<file path="src/rtl/cfg_log_scanner.sv">
module cfg_log_scanner #(
  parameter int PAGES = 16,
  parameter int PAGE_BYTES = 256,
  parameter int IDX_W = $clog2(PAGES),
  parameter logic [7:0] RD_CMD = 8'h03,
  parameter logic [15:0] MARKER = 16'hA55A
) (
  input  logic             clk,
  input  logic             rst_n,
  input  logic             start,
  input  logic [23:0]      sector_base,
  output logic             busy,
  output logic             done,
  output logic             found,
  output logic [IDX_W-1:0] page_idx,
  output logic             spi_cs_n,
  output logic             spi_sck,
  output logic             spi_mosi,
  input  logic             spi_miso
);
  localparam int BIT_W  = $clog2(PAGE_BYTES * 8);
  localparam int BYTE_W = $clog2(PAGE_BYTES);

  typedef enum logic [2:0] {S_IDLE, S_CMD, S_DATA, S_EVAL, S_DONE} st_t;
  st_t st;

  logic [31:0]      sh;
  logic [BIT_W-1:0] bcnt;
  logic [IDX_W-1:0] pg;
  logic [7:0]       rx, and_acc;
  logic [15:0]      sum, ck;
  logic             mk_ok;

  wire [7:0]        byte_n    = {rx[6:0], spi_miso};
  wire [BYTE_W-1:0] byte_i    = bcnt[BIT_W-1:3];
  wire              byte_end  = bcnt[2:0] == 3'd7;
  wire              last_cmd  = bcnt[4:0] == 5'd31;
  wire              last_data = bcnt == BIT_W'(PAGE_BYTES * 8 - 1);
  wire              last_page = pg == IDX_W'(PAGES - 1);
  wire              blank     = and_acc == 8'hFF;
  wire              page_ok   = !blank && mk_ok && (sum == ck);

  wire              go    = (st == S_IDLE && start) || (st == S_EVAL && !page_ok && !last_page);
  wire [IDX_W-1:0]  go_pg = (st == S_IDLE) ? '0 : pg + IDX_W'(1);
  wire [23:0]       go_ad = sector_base + 24'(go_pg) * 24'(PAGE_BYTES);

  assign busy     = st != S_IDLE;
  assign done     = st == S_DONE;
  assign spi_mosi = (st == S_CMD) ? sh[31] : 1'b0;

  always_ff @(posedge clk or negedge rst_n) begin
    if (!rst_n) begin
      st       <= S_IDLE;
      sh       <= '0;
      bcnt     <= '0;
      pg       <= '0;
      rx       <= '0;
      and_acc  <= 8'hFF;
      sum      <= '0;
      ck       <= '0;
      mk_ok    <= 1'b0;
      found    <= 1'b0;
      page_idx <= '0;
      spi_cs_n <= 1'b1;
      spi_sck  <= 1'b0;
    end else if (go) begin
      st       <= S_CMD;
      pg       <= go_pg;
      sh       <= {RD_CMD, go_ad};
      bcnt     <= '0;
      and_acc  <= 8'hFF;
      sum      <= '0;
      ck       <= '0;
      mk_ok    <= 1'b0;
      spi_cs_n <= 1'b0;
      spi_sck  <= 1'b0;
    end else begin
      case (st)
        S_CMD: begin
          if (!spi_sck) begin
            spi_sck <= 1'b1;
          end else begin
            spi_sck <= 1'b0;
            if (last_cmd) begin
              st   <= S_DATA;
              bcnt <= '0;
            end else begin
              sh   <= sh << 1;
              bcnt <= bcnt + BIT_W'(1);
            end
          end
        end
        S_DATA: begin
          if (!spi_sck) begin
            spi_sck <= 1'b1;
            rx      <= byte_n;
            if (byte_end) begin
              and_acc <= and_acc & byte_n;
              if (byte_i <= BYTE_W'(PAGE_BYTES - 3)) sum <= sum + {8'h00, byte_n};
              if (byte_i == BYTE_W'(0)) mk_ok <= byte_n == MARKER[15:8];
              if (byte_i == BYTE_W'(1)) mk_ok <= mk_ok && (byte_n == MARKER[7:0]);
              if (byte_i == BYTE_W'(PAGE_BYTES - 2)) ck[7:0]  <= byte_n;
              if (byte_i == BYTE_W'(PAGE_BYTES - 1)) ck[15:8] <= byte_n;
            end
          end else begin
            spi_sck <= 1'b0;
            if (last_data) begin
              spi_cs_n <= 1'b1;
              st       <= S_EVAL;
            end else begin
              bcnt <= bcnt + BIT_W'(1);
            end
          end
        end
        S_EVAL: begin
          st       <= S_DONE;
          found    <= page_ok;
          page_idx <= page_ok ? pg : '0;
        end
        S_DONE:  st <= S_IDLE;
        default: st <= S_IDLE;
      endcase
    end
  end
endmodule

</file>
<file path="config.mk">
export PLATFORM = sky130hd
export DESIGN_NAME = cfg_log_scanner
export DESIGN_NICKNAME = d
export VERILOG_FILES = /design/src/rtl/cfg_log_scanner.sv
export SDC_FILE = /design/constraint.sdc
export NUM_CORES = 1
export LEC_CHECK = 0
export BUFFER_PORTS_ARGS = -buffer_cell sky130_fd_sc_hd__buf_4
export CAP_MARGIN = 20
export CORE_MARGIN = 1.5
export CORE_UTILIZATION = 53
export DETAILED_ROUTE_END_ITERATION = 7
export PLACE_DENSITY = 0.78
export SLEW_MARGIN = 20
export SYNTH_ARGS = -nofsm -noshare
export SYNTH_HDL_FRONTEND = slang
export SYNTH_SLANG_ARGS = --single-unit
</file>
<file path="constraint.sdc">
create_clock -name clk -period 2.25 [get_ports clk]
set_input_delay 0.1125 -clock clk [delete_from_list [all_inputs] [get_ports clk]]
set_output_delay 0.1125 -clock clk [all_outputs]
set_load 0.1 [all_outputs]
</file>
==> out/results.ini <==
[die]
die_area_um2=11300
core_area_um2=10300
start_util_pct=54.7
die_height_um=106
io_pins=38
die-width_um=106
row_count=37

[grt]
grt_use_total_pct=24.8
grt_pass1_vias=4710
antenna_found_initial=0
overflow=0
grt_pass1_wl_mm=22.1
grt_start_max_net_pins=55

[sta]
fmaxAchievable_mhz=443
setup_violations=1
slew_viol_final=0
holdWs_ns=0.0126
hold_viol_final=0
rsz0062_at_grt=true
period_share_pct=100
fin_skew_ns=0.0178
max_slew.worst_pin.slew_ns=0.471
setup_ws_ns=-0.00609
relSlewSlack_pct=68.6
period_minus_slack_ns=2.26

[logic_synthesis]
seq_area_frac_synth_pct=46.7
syn_area_per_cell_um2=9.87
yosysUniqueCellTypes=55
yosysTopAreaCell=dfrtp_1
synth_nets=618
yosys_register_bits=105
synth_area_um2=5650
postSynthCellCount=572
synthArstFlopShare_pct=100
synth_top_area_share_pct=42.5
synth_ff_type=dfrtp_1
yosys-top-cells-area=dfrtp_1, mux2i_1, xnor2_1
ys_warn_count=0
synth_edf_count=0

[flow_run]
drv.max_cap_violation_count=0

[pwr]
power.internal_mw=2.99
p_clk_share_pct=27.8
switching_share_pct=30.5
leakagePower_nw=3.03
ir_drop_mv=0.408
power_switching_mw=1.31
power_frac_seq_pct=49.0
comb_power_share_pct=23.2
power_density_nw_per_um2=617

[finish]
fin_nets=705
areaGrowthSynthToFinish_pct=23.5
layout_commonest_cell=dfrtp_1
fin_cells=800
diodes=0
layout-drive-gt1-share_pct=26.1
final_cell_mix=dfrtp_1, buf_4, nand2_1

[place]
gp_congestion=0.834
io_buffer_count=37
dp.cells=770
dp_slack_ns=-0.182
dp_hpwl_mm=9.31

[clock_tree]
numClockSinks=105
cts_tree=yes
clk_latency_ns=0.38
clk_pin_slew_ns=0.10
cts_buffers=9
cts-root-buf=clkbuf_8
htreeDepth=3
cts_buffer_depth=2

[critical_path]
critPathArrivalTime_ns=2.52
cp_data_required_time_ns=2.52
cp-start-kind=flop
criticalPathCategory=reg -> reg
critPathMaxFanout=5
end_kind=flop

[routing]
drtIter0Drc=260
vias=4549
first_pass_iters=4
antenna_left=0
finalWirelength_mm=13.3
wire_per_inst_um=16.6
vias_per_cell=5.69
drc_errors=0

[worst_hold_path]
hold_path.class=in -> reg

[status]
violations=negative setup slack
outcome=finished, violations left

==> cell families (layout without fill, tap and decap cells) <==
| logic type | count (synthesis) | count (layout) | share of synthesized area, % |
|---|---|---|---|
| multiplexers | 44 | 44 | 7.98 |
| buffers and inverters | 38 | 130 | 3.01 |
| XOR/XNOR | 45 | 45 | 6.98 |
| flip-flops | 105 | 105 | 46.7 |
| AND/OR/NAND/NOR | 215 | 215 | 19.5 |
| AO/OA/AOI/OAI | 107 | 107 | 11.5 |
| adder cells (fa/ha/maj) | 18 | 18 | 4.25 |
==> flip-flops by register name (all words and copies together) (netlist names), 3 cells and up <==
| register | flops |
|---|---|
| bcnt | 11 |
| rx | 7 |
| page_idx | 4 |
| ck | 16 |
| sh | 32 |
| and_acc | 8 |
| pg | 4 |
| sum | 16 |
| st | 3 |
==> path summary, 6_finish.rpt <==
| path | endpoint | slack [ns] | from | cells after the start |
|---|---|---|---|---|
| worst min register to register | and_acc[7] | 0.49 | and_acc[7] | 2 |
| worst max register to register | sh[21] | -0.006 | st[0] | 13 |
| worst min-delay path | sh[0] | 0.01 | sector_base[0] | 3 |
| worst max-delay path | sh[21] | -0.006 | st[0] | 13 |
| max in group asynchronous | sh[6] | 1.31 | rst_n | 3 |
| min in group asynchronous | found | 0.23 | rst_n | 2 |
==> stage by stage <==
stage	instance area, µm²	setup TNS, ns	util [%]	power, mW
floorplan	5700	0	-	2.74
global placement	6450	0	62.5	3.01
detailed placement	6450	-0.731	62.5	3.05
CTS	6810	0	66.0	4.30
global route	6980	-0.579	67.6	4.52
finish	6980	-0.00609	67.6	4.30
==> synth_stat cells, types with 3 or more instances <==
cell	instances
a21o_1	3
a21oi_1	36
a221o_1	9
a31oi_1	4
and2_1	12
and3_1	10
and3_4	3
buf_2	7
clkbuf_1	13
dfrtp_1	96
dfstp_2	9
ha_1	16
inv_1	14
mux2_2	8
mux2i_1	36
nand2_1	63
nand2b_1	3
nand3_1	26
nand4_1	10
nor2_1	45
nor2b_1	6
nor3_1	7
nor3b_1	5
o21ai_0	26
o21ai_1	10
o22ai_1	5
or3_1	6
or3b_1	4
xnor2_1	33
xor2_1	12
==> worst max-delay path, cell delays in order, from the launching register on <==
cell and delay, ns:
dfrtp_1 0.43, nor3_4 0.23, buf_12 0.15, buf_6 0.11
inv_6 0.03, nand2_4 0.07, inv_4 0.04, ha_4 0.24
a211oi_4 0.24, o21ai_2 0.09, nor2b_4 0.15, nand3_1 0.10
xor2_1 0.16, mux2i_1 0.09
==> power groups by stage <==
stage / clock network [mW] / registers, mW / logic, mW
after floorplan: 0 / 2.12 / 0.620
after global placement: 0 / 2.13 / 0.881
after detailed placement: 0 / 2.13 / 0.914
after CTS: 1.23 / 2.10 / 0.974
after global routing: 1.30 / 2.12 / 1.10
final: 1.20 / 2.11 / 1.00
==> timing repair <==
| action | 4_1_cts | 5_1_grt |
|---|---|---|
| resized for setup | 12 | 30 |
| hold endpoints to repair | 33 | 0 |
| buffers inserted | 3 | 3 |
| pin swaps | 6 | 20 |
| setup endpoints to repair | 21 | 26 |
| hold buffers | 8 | 0 |
| cloned | 0 | 0 |
==> per-layer routing <==
metal	GRT usage (%)	vias up	wire length, µm
met5	0	-	0
met4	8.98	0	302
met3	6.32	26	575
met2	41.2	103	6650
met1	31.4	2227	5730
li1	-	2193	-
==> cell type report <==
class	instances	area, µm²
Multi-Input combinational cell	429	3070
Inverter	14	60.1
Fill cell	764	3350
Clock inverter	3	28.8
Sequential cell	105	2640
Clock buffer	13	170
Timing Repair Buffer	100	837
Tap cell	136	170
No activity file was read; power rests on OpenSTA's default activity.
